===== src/rtl/sd_add_pkg.sv =====
package sd_add_pkg;
  typedef logic [1:0]        sd_enc_t;   // bit1: -1 weight, bit0: +1 weight
  typedef logic signed [1:0] sd_val_t;   // digit value -1..1
  typedef logic signed [2:0] pos_sum_t;  // position sum -2..2

  function automatic sd_val_t sd_decode(sd_enc_t d);
    case (d)
      2'b01:   return 2'sd1;
      2'b10:   return -2'sd1;
      default: return 2'sd0;
    endcase
  endfunction

  function automatic sd_enc_t sd_encode(sd_val_t v);
    if (v == 2'sd1)       return 2'b01;
    else if (v == -2'sd1) return 2'b10;
    else                  return 2'b00;
  endfunction
endpackage


===== src/rtl/sd_pos_sum.sv =====
module sd_pos_sum
  import sd_add_pkg::*;
(
  input  sd_enc_t  a_i,
  input  sd_enc_t  b_i,
  output pos_sum_t p_o
);
  assign p_o = pos_sum_t'(sd_decode(a_i)) + pos_sum_t'(sd_decode(b_i));
endmodule


===== src/rtl/sd_split.sv =====
module sd_split
  import sd_add_pkg::*;
(
  input  pos_sum_t p_hi_i,   // sum at this position
  input  logic     lo_neg_i, // sum at next lower position is negative
  output sd_val_t  t_o,      // transfer to next higher position
  output sd_val_t  w_o       // interim digit
);
  // Pick t,w so the lower position's transfer (same sign as lo) cannot overflow
  always_comb begin
    t_o = 2'sd0;
    w_o = 2'sd0;
    case (p_hi_i)
      3'sd2:  begin t_o = 2'sd1;  w_o = 2'sd0; end
      -3'sd2: begin t_o = -2'sd1; w_o = 2'sd0; end
      3'sd1: begin
        if (lo_neg_i) begin t_o = 2'sd0; w_o = 2'sd1;  end
        else          begin t_o = 2'sd1; w_o = -2'sd1; end
      end
      -3'sd1: begin
        if (lo_neg_i) begin t_o = -2'sd1; w_o = 2'sd1;  end
        else          begin t_o = 2'sd0;  w_o = -2'sd1; end
      end
      default: begin t_o = 2'sd0; w_o = 2'sd0; end
    endcase
  end
endmodule


===== src/rtl/sd_online_adder.sv =====
module sd_online_adder
  import sd_add_pkg::*;
(
  input  logic       clk_i,
  input  logic       rst_ni,
  input  logic       valid_i,
  input  logic       start_i,
  input  logic [1:0] a_i,
  input  logic [1:0] b_i,
  output logic [1:0] sum_o,
  output logic [1:0] carry_o
);
  pos_sum_t p_new, p_q, p_hi;
  sd_val_t  w_q, w_prev, t_n, w_n, z_n;
  sd_enc_t  sum_q, carry_q;

  sd_pos_sum i_pos_sum (
    .a_i (a_i),
    .b_i (b_i),
    .p_o (p_new)
  );

  // start drops history of the previous operand
  assign p_hi   = start_i ? '0 : p_q;
  assign w_prev = start_i ? '0 : w_q;

  // stage 1: split the previous position using the sign of the newest one
  sd_split i_split (
    .p_hi_i   (p_hi),
    .lo_neg_i (p_new[2]),
    .t_o      (t_n),
    .w_o      (w_n)
  );

  // stage 2: interim digit one position up plus its incoming transfer
  assign z_n = w_prev + t_n;

  always_ff @(posedge clk_i or negedge rst_ni) begin
    if (!rst_ni) begin
      p_q     <= '0;
      w_q     <= '0;
      sum_q   <= '0;
      carry_q <= '0;
    end else if (valid_i) begin
      p_q     <= p_new;
      w_q     <= w_n;
      sum_q   <= sd_encode(z_n);
      carry_q <= sd_encode(t_n);
    end
  end

  assign sum_o   = sum_q;
  assign carry_o = carry_q;
endmodule


===== config.mk =====
export PLATFORM = sky130hd
export DESIGN_NAME = sd_online_adder
export DESIGN_NICKNAME = d
export VERILOG_FILES = /design/src/rtl/sd_add_pkg.sv /design/src/rtl/sd_pos_sum.sv /design/src/rtl/sd_split.sv /design/src/rtl/sd_online_adder.sv
export SDC_FILE = /design/constraint.sdc
export NUM_CORES = 1
export LEC_CHECK = 0
export ABC_CLOCK_PERIOD_IN_PS = 2940
export BUFFER_PORTS_ARGS = -buffer_cell sky130_fd_sc_hd__buf_2
export CAP_MARGIN = 20
export CORE_AREA = 2 2 39 41
export DETAILED_ROUTE_END_ITERATION = 10
export DIE_AREA = 0 0 41 43
export SYNTH_ARGS = -nofsm -noshare
export SYNTH_HDL_FRONTEND = slang
export SYNTH_SLANG_ARGS = --single-unit

===== constraint.sdc =====
create_clock -name clk_i -period 2.94 [get_ports clk_i]
set_input_delay 0.147 -clock clk_i [delete_from_list [all_inputs] [get_ports clk_i]]
set_output_delay 0.147 -clock clk_i [all_outputs]
set_load 0.05 [all_outputs]

After elaboration in Yosys (flattened, before gate mapping)
Index checks and enable logic that the tools add are counted.
{"block": "totals", "ff_bits": 9, "inputBits": 8, "output_inout_bits": 4, "wordCells": 32}
{"block": "classes", "add_sub_neg": 2, "eq_ne": 12, "muxes": 13, "n_reduce_logical": 1}
{"op": "2-to-1 mux 2 bit", "count": 8}
{"op": "equality test 2 x 1 -> 1 bit, second input constant", "count": 4}
{"op": "equality test 2 bit, second input constant", "count": 4}
{"op": "one-hot mux 2 bit (2 select lines)", "count": 2}
{"op": "one-hot mux 2 bit (4 select lines)", "count": 1}
{"op": "equality test 3 bit, second input constant", "count": 2}
{"op": "adder 2 x 2 -> 3 bit", "count": 1}
{"op": "equality test 3 x 1 -> 1 bit, second input constant", "count": 1}
{"op": "equality test 3 x 2 -> 1 bit, second input constant", "count": 1}
{"op": "2-to-1 mux 3 bit", "count": 1}
{"op": "adder 2 bit", "count": 1}
{"op": "OR reduction 2 bit", "count": 1}
{"op": "2-to-1 mux 1 bit", "count": 1}

Logic depth before layout (Yosys ltp)
Gate-level depths: netlist (run 1).
{"block": "logic_depth", "depth_word": 9, "ltp_mapped": 12, "ltp_nobuf": 12}

By module
From an unflattened synthesis (run 1), not the netlist that was laid out.
{"block": "unflattened", "hier_cells": 53, "area_unflattened_um2": 545.5}
{"module": "sd_online_adder", "instances": 1, "cells_per_inst": 34, "area_per_inst_um2": 406.6, "seq_area_each_um2": 225.2}
{"module": "sd_pos_sum", "instances": 1, "cells_per_inst": 10, "area_per_inst_um2": 80.1, "seq_area_each_um2": 0.0}
{"module": "sd_split", "instances": 1, "cells_per_inst": 9, "area_per_inst_um2": 58.8, "seq_area_each_um2": 0.0}

Least setup slack after synthesis (run 1)
OpenSTA, ideal clock, no wires.
{"block": "synth_timing", "path_kind": "input port to flip-flop", "startpoint": "input b_i[0]", "endpoint": "register sum_q[0], in the netlist sum_o[0]", "setup_time_ps": 120, "t_arrival_ps": 2078, "required_ps": 2820, "path_slack_ps": 743, "path_stages": 11, "n_path_buf": 0, "path_cell_list": "inv_1 -> ha_1 -> inv_1 -> ha_1 -> fa_1 -> a32oi_1 -> nor2_1 -> ha_1 -> xnor2_1 -> xnor2_1 -> a31o_1"}
{"block": "synth_via", "elab_chain_cells": 8, "word_cells_on_any_way": 10, "classes_between": "2 x add/sub; 3 x eq/ne; 5 x mux"}
{"item": "start: declaration", "line_no": "sd_online_adder.sv:9", "rtl": "input logic [1:0] b_i,"}
{"item": "equality test 2 bit or equality test 2 x 1 -> 1 bit (tied branches)", "line_no": "sd_add_pkg.sv:7", "rtl": "case (d)"}
{"item": "one-hot mux 2 bit (2 select lines) *", "line_no": "sd_add_pkg.sv:7"}
{"item": "adder 2 x 2 -> 3 bit *", "line_no": "sd_pos_sum.sv:8", "rtl": "assign p_o = pos_sum_t'(sd_decode(a_i)) + pos_sum_t'(sd_decode(b_i));"}
{"item": "2-to-1 mux 2 bit or 2-to-1 mux 1 bit (tied branches)", "line_no": "sd_split.sv:21, sd_split.sv:17"}
{"item": "one-hot mux 2 bit (4 select lines) *", "line_no": "sd_split.sv:13", "rtl": "case (p_hi_i)"}
{"item": "adder 2 bit *", "line_no": "sd_online_adder.sv:36", "rtl": "assign z_n = w_prev + t_n;"}
{"item": "equality test 2 bit *", "line_no": "sd_add_pkg.sv:15", "rtl": "if (v == 2'sd1) return 2'b01;"}
{"item": "2-to-1 mux 2 bit *", "line_no": "sd_add_pkg.sv:15"}
{"item": "end signal: assignment", "line_no": "sd_online_adder.sv:47", "rtl": "sum_q <= sd_encode(z_n);"}
{"item": "end: declaration", "line_no": "sd_online_adder.sv:15", "rtl": "sd_enc_t sum_q, carry_q;"}
Every way passes the cells marked *; elsewhere a longest branch is shown, timed or not.
A chain may end at the register's enable or synchronous reset.

Final worst setup path (run 1)
Same ends and word-level chain as after synthesis.

==> results of run 1 <==
-- critical path: cells and delay by family --
kind / cells / cell delay, ns
simple gates: 1 / 0.07
xor+xnor: 2 / 0.29
fa+ha+maj: 4 / 1.13
buf+inv: 3 / 0.14
compound gates: 2 / 0.48
-- cell usage after synthesis --
master    instances
inv_1            10
dfrtp_1           9
ha_1              4
mux2_2            4
nor2_1            2
o21ai_0           2
o22ai_1           2
xnor2_1           2
a211oi_4          1
a31o_1            1
a32oi_1           1
and2b_2           1
buf_2             1
fa_1              1
mux2i_1           1
nand2_1           1
nand2_2           1
nand2b_1          1
nand3_1           1
nor2b_1           1
nor3b_1           1
or3b_2            1
xor2_1            1
-- power by group --
group          total [W]  internal [W]  switching [W]
clock          0.0000897     0.0000519      0.0000377
sequential      0.000166      0.000146      0.0000202
combinational   0.000120     0.0000486      0.0000718
total           0.000376      0.000246       0.000130
-- cells by family (layout without fill, tap and decap cells) --
group / count (synthesis) / after routing / synth area share
flip-flops: 9 / 9 / 0.418
XOR/XNOR: 3 / 3 / 0.0487
AO/OA/AOI/OAI: 7 / 7 / 0.111
adder cells (fa/ha/maj): 5 / 5 / 0.130
AND/OR/NAND/NOR: 10 / 10 / 0.111
multiplexers: 5 / 5 / 0.102
buffers and inverters: 11 / 26 / 0.0789
-- flip-flops by register name, summed over array words and instances (netlist names) --
name	flops
sum_o	2
carry_o	2
w_q	2
p_q	3
-- cell type report --
cell class / count / area (µm²)
clock buffer: 4 / 26.3
fill: 144 / 738
inverter: 10 / 37.5
multi-input combinational: 30 / 272
sequential: 9 / 225
tap: 16 / 20.0
timing repair buffer: 12 / 65.1
-- layer usage --
metal	vias up	wire, µm	track usage
li1	194	-	-
met2	6	433	0.200
met5	-	0	0
met1	172	347	0.119
met4	0	14	0.0400
met3	2	37	0.0942
-- stage by stage --
| step | area (µm²) | util |
|---|---|---|
| floorplan | 539 | - |
| global placement | 609 | 0.440 |
| detailed placement | 609 | 0.440 |
| CTS | 646 | 0.467 |
| global route | 646 | 0.467 |
| finish | 646 | 0.467 |
-- placed cells by master (no fill, tap or decap), types with 2 or more instances in the layout --
master,count
mux2_2,4
o22ai_1,2
inv_1,10
buf_2,11
xnor2_1,2
ha_1,4
o21ai_0,2
clkbuf_4,3
nor2_1,2
dfrtp_1,9
-- final timing paths --
check                      slack (ns)                      to  depth (start not counted)          startpoint
min reg2reg                      0.50      w_q[0]$_DFFE_PN0P_                          1  w_q[0]$_DFFE_PN0P_
min                              0.27    sum_o[1]$_DFFE_PN0P_                          2              rst_ni
max                              0.83    sum_o[0]$_DFFE_PN0P_                         12              b_i[0]
max reg2reg                      1.28    sum_o[0]$_DFFE_PN0P_                          8  p_q[2]$_DFFE_PN0P_
min in group clk_i               0.27    sum_o[1]$_DFFE_PN0P_                          3             valid_i
max in group asynchronous        2.49  carry_o[1]$_DFFE_PN0P_                          2              rst_ni
-- repair_timing --
action,in CTS,in global routing
endpoints found under the hold margin,9,0
resized for setup,0,0
hold buffers,1,0
==> run summary, run 1 <==
status: complete, no violations
post-synthesis register bit count: 9
crit path kind: in2reg
Cell Chain, Critical Path: buf_2, inv_1, ha_1, inv_1, ha_1, fa_1, a32oi_1, nor2_1, ha_1, xnor2_1, xnor2_1, a31o_1
Pre-Repair DR Iteration Count: 4
Final GP Congestion: 0.702
first-pass GRT wire length: 1380 µm
die area: 1760 µm²
Post-Layout Cell Count: 81
maximum clock insertion buffer count: 2
Mapped Nets: 63
dpl hpwl: 693 µm
drt wl/cell: 10.3 µm
Max-Cap Viols: 0
Initial Util: 0.390
Max Slew Vio Count: 0
clock sink count: 9
CP max stage delay: 0.47 ns
die height: 43 µm
Worst Setup Slack, final: 0.835 ns
Period minus WS final: 2.11 ns
Crit-path slowest cell: fa_1
Setup crit start kind: input pin
Leak Pwr: 0.324 nW
Total Routing Usage GR: 0.126
Setup crit end kind: flop
Die X: 41 µm
grt ovf: 0
Synth top area share: 0.418
placed cells: 76
Fin Clk Skew: 0.00704 ns
routed vias/inst: 4.62
IO Pins: 12
final setup violation count: 0
sequential fraction of the synthesis area: 0.418
setup bufs post-CTS: 0
Post-Syn Instances: 50
crit-path max FO: 5
Row Count: 14
final setup TNS: 0 ns
antenna-violating nets left: 0
Min Hold Slack: 0.270 ns
CTS Buf Count: 3
initial drt markers: 5
VDD IR max: 0.314 mV
Post-Syn Area per Cell: 10.8 µm²
DRC violations left: 0
Worst Path Required: 3.09 ns
clk root buf: clkbuf_4
Syn-to-layout area delta: 19.7%
initial antenna violation count: 0
Core Area: 1380 µm²
CP dominant cell by count: ha_1
Tcrit/Tclk final: 0.716
Final Hold Viols: 0
Mapped Area: 539 µm²
Tot Pwr: 0.000376 W
fin nets: 79
clk_lat worst skew: 0.25 ns
Yosys cell types: 23
Max Clk Rate: 0.475 GHz
Slew headroom: 0.837
Slew @ Worst Pin: 0.244 ns
pwr dens: 583 nW/µm²
unrepaired setup endpoints after global routing: false
Critical Path AT: 2.25 ns
synthesis warning total: 0
clock-pin slew on the worst setup and hold paths: 0.06 ns
post-place setup slack: 0.546 ns
Port Buffer Count: 11
drt total wl: 832 µm
top cells by area, synth: dfrtp_1 (42%), ha_1 (9.3%), mux2_2 (8.4%)
Synth area leader: dfrtp_1
min-delay worst type: in2async
share of cells above drive strength 1: 0.338
vias after detailed routing: 374
ANT cells: 0
H-tree Lvls: 1
CTS tree: yes
vias in the first global route: 353
pin count of the biggest net entering global routing: 14
No activity file was read; power rests on OpenSTA's default activity.
==> inputs of run 2 (changes only) <==
--- a/config.mk
+++ b/config.mk
@@ -5,7 +5,7 @@
 export SDC_FILE = /design/constraint.sdc
 export NUM_CORES = 1
 export LEC_CHECK = 0
-export ABC_CLOCK_PERIOD_IN_PS = 2940
+export ABC_CLOCK_PERIOD_IN_PS = 2080
 export BUFFER_PORTS_ARGS = -buffer_cell sky130_fd_sc_hd__buf_2
 export CAP_MARGIN = 20
 export CORE_AREA = 2 2 39 41
==> constraint.sdc (replaced) <==
create_clock -name clk_i -period 2.08 [get_ports clk_i]
set_input_delay 0.104 -clock clk_i [delete_from_list [all_inputs] [get_ports clk_i]]
set_output_delay 0.104 -clock clk_i [all_outputs]
set_load 0.05 [all_outputs]
==> run 2 against run 1 <==
Net effect:
- core utilization up 3.5 points
- worst setup slack worse by 0.69 ns
- clock skew down 0.0065 ns
- critical path type unchanged
- critical path depth up 1
- die area unchanged
==> run summary, run 2 (synthesis results as in run 1) <==
Period minus WS final: 1.93 ns
Row Count: 14 (unchanged)
Max-Cap Viols: 0 (unchanged)
drt total wl: 1020 µm (+23%)
Cell Chain, Critical Path: buf_2, inv_1, ha_1, inv_1, ha_2, fa_2, o21ai_2, a32oi_2, nor2_1, ha_2, xnor2_2, xnor2_1, a31o_1
Core Area: 1380 µm² (unchanged)
final setup TNS: 0 ns (unchanged)
pwr dens: 818 nW/µm² (+40%)
initial antenna violation count: 0 (unchanged)
VDD IR max: 0.309 mV (-1.5%)
DRC violations left: 0 (unchanged)
CTS tree: yes
CTS Buf Count: 3 (unchanged)
first-pass GRT wire length: 1480 µm (+7.5%)
initial drt markers: 5 (unchanged)
clock-pin slew on the worst setup and hold paths: 0.06 ns (about the same)
CP max stage delay: 0.41 ns (-0.06 ns)
most common cell after layout, fill and taps aside: buf_2
share of cells above drive strength 1: 0.456 (+0.117)
clk root buf: clkbuf_4
status: complete, no violations
die height: 43 µm (unchanged)
Max Slew Vio Count: 0 (unchanged)
Syn-to-layout area delta: 28.8%
IO Pins: 12 (unchanged)
final setup violation count: 0 (unchanged)
vias after detailed routing: 411 (+9.9%)
Total Routing Usage GR: 0.129 (+0.00304)
Biggest register: p_q
Pre-Repair DR Iteration Count: 4 (unchanged)
Fin Clk Skew: 0.000512 ns (-0.00653 ns)
most frequent cells in the layout: buf_2 (11), inv_1 (10), dfrtp_1 (9)
crit path kind: in2reg
routed vias/inst: 4.89 (+6.0%)
clock sink count: 9 (unchanged)
vias in the first global route: 362 (+2.5%)
Leak Pwr: 0.343 nW (+5.8%)
Setup crit start kind: input pin
Placed Area: 627 µm² (+2.9%)
Setup crit end kind: flop
pin count of the biggest net entering global routing: 14 (unchanged)
Util after Layout: 0.502 (+0.0353)
maximum clock insertion buffer count: 2 (unchanged)
crit-path max FO: 4 (-1)
Die X: 41 µm (unchanged)
Critical Path AT: 2.08 ns (-0.17 ns)
max FFs per register: 3 (unchanged)
Final Hold Viols: 0 (unchanged)
fin nets: 82 (+3.8%)
Max Clk Rate: 0.518 GHz
Slew headroom: 0.829 (-0.00860)
antenna-violating nets left: 0 (unchanged)
Initial Util: 0.390 (unchanged)
grt ovf: 0 (unchanged)
ANT cells: 0 (unchanged)
unrepaired setup endpoints after global routing: false
clk_lat worst skew: 0.26 ns (about the same)
Final GP Congestion: 0.656 (-6.6%)
Tcrit/Tclk final: 0.928
die area: 1760 µm² (unchanged)
min-delay worst type: in2reg
Crit-path slowest cell: fa_2
fin area: 694 µm² (+7.6%)
Filler cells: 133 (-7.6%)
H-tree Lvls: 1 (unchanged)
Worst Path Required: 2.23 ns (-0.86 ns)
drt wl/cell: 12.2 µm (+19%)
Slew @ Worst Pin: 0.257 ns (+0.0134 ns)
Port Buffer Count: 11 (unchanged)
dpl hpwl: 706 µm (+1.9%)
run 2: layer usage:
layer | part of all wire | global-route usage
met5 | 0 | 0
met4 | 0.014 | 0.0800
met3 | 0.023 | 0.0314
met2 | 0.57 | 0.188
met1 | 0.39 | 0.162
run 2: area by class of cell:
cell class | instances | area [µm²] | area share
Tap cell | 16 | 20.0 | 0.0288
Clock buffer | 4 | 26.3 | 0.0378
Inverter | 10 | 37.5 | 0.0541
Sequential cell | 9 | 225 | 0.324
Timing Repair Buffer | 15 | 87.6 | 0.126
Multi-Input combinational cell | 30 | 298 | 0.429
run 2: repair_timing:
item                                    in CTS  in global routing
endpoints found under the hold margin        9                  0
hold buffers                                 1                  0
setup buffers                                0                  1
endpoints found under the setup margin       0                  2
gates resized for setup                      0                  6
run 2: per-stage QoR:
| stage | hold WS [ns] | cells | total power [W] | setup slack (ns) |
|---|---|---|---|---|
| floorplan | -0.192 | 50 | 0.000366 | 0.00380 |
| CTS | 0.204 | 83 | 0.000557 | 0.0937 |
| finish | 0.218 | 84 | 0.000568 | 0.149 |
| global placement | -0.0322 | 78 | 0.000411 | -0.155 |
| global route | 0.220 | 84 | 0.000612 | 0.00806 |
| detailed placement | -0.0294 | 78 | 0.000415 | -0.183 |
run 2: worst max-delay path: cells and delay by family:
kind	cells	cell delay, ns
AO/OA/AOI/OAI	3	0.43
buffers and inverters	3	0.15
AND/OR/NAND/NOR	1	0.13
adder cells (fa/ha/maj)	4	1.05
XOR/XNOR	2	0.22
run 2: final timing paths:
check / startpoint / to / slack (ns) / cells after the start
worst max-delay path: b_i[0] / sum_o[0]$_DFFE_PN0P_ / 0.15 / 13
worst min-delay path: valid_i / p_q[2]$_DFFE_PN0P_ / 0.22 / 2
worst max register to register: p_q[2]$_DFFE_PN0P_ / sum_o[0]$_DFFE_PN0P_ / 0.44 / 8
worst min register to register: carry_o[1]$_DFFE_PN0P_ / carry_o[1]$_DFFE_PN0P_ / 0.50 / 1
max in group asynchronous: rst_ni / w_q[1]$_DFFE_PN0P_ / 1.67 / 2
min in group asynchronous: rst_ni / p_q[1]$_DFFE_PN0P_ / 0.23 / 2
run 2: power by group:
part           switching (W)  internal, W
Clock              0.0000609    0.0000739
Sequential         0.0000307     0.000206
Combinational       0.000112    0.0000846
Total               0.000204     0.000364
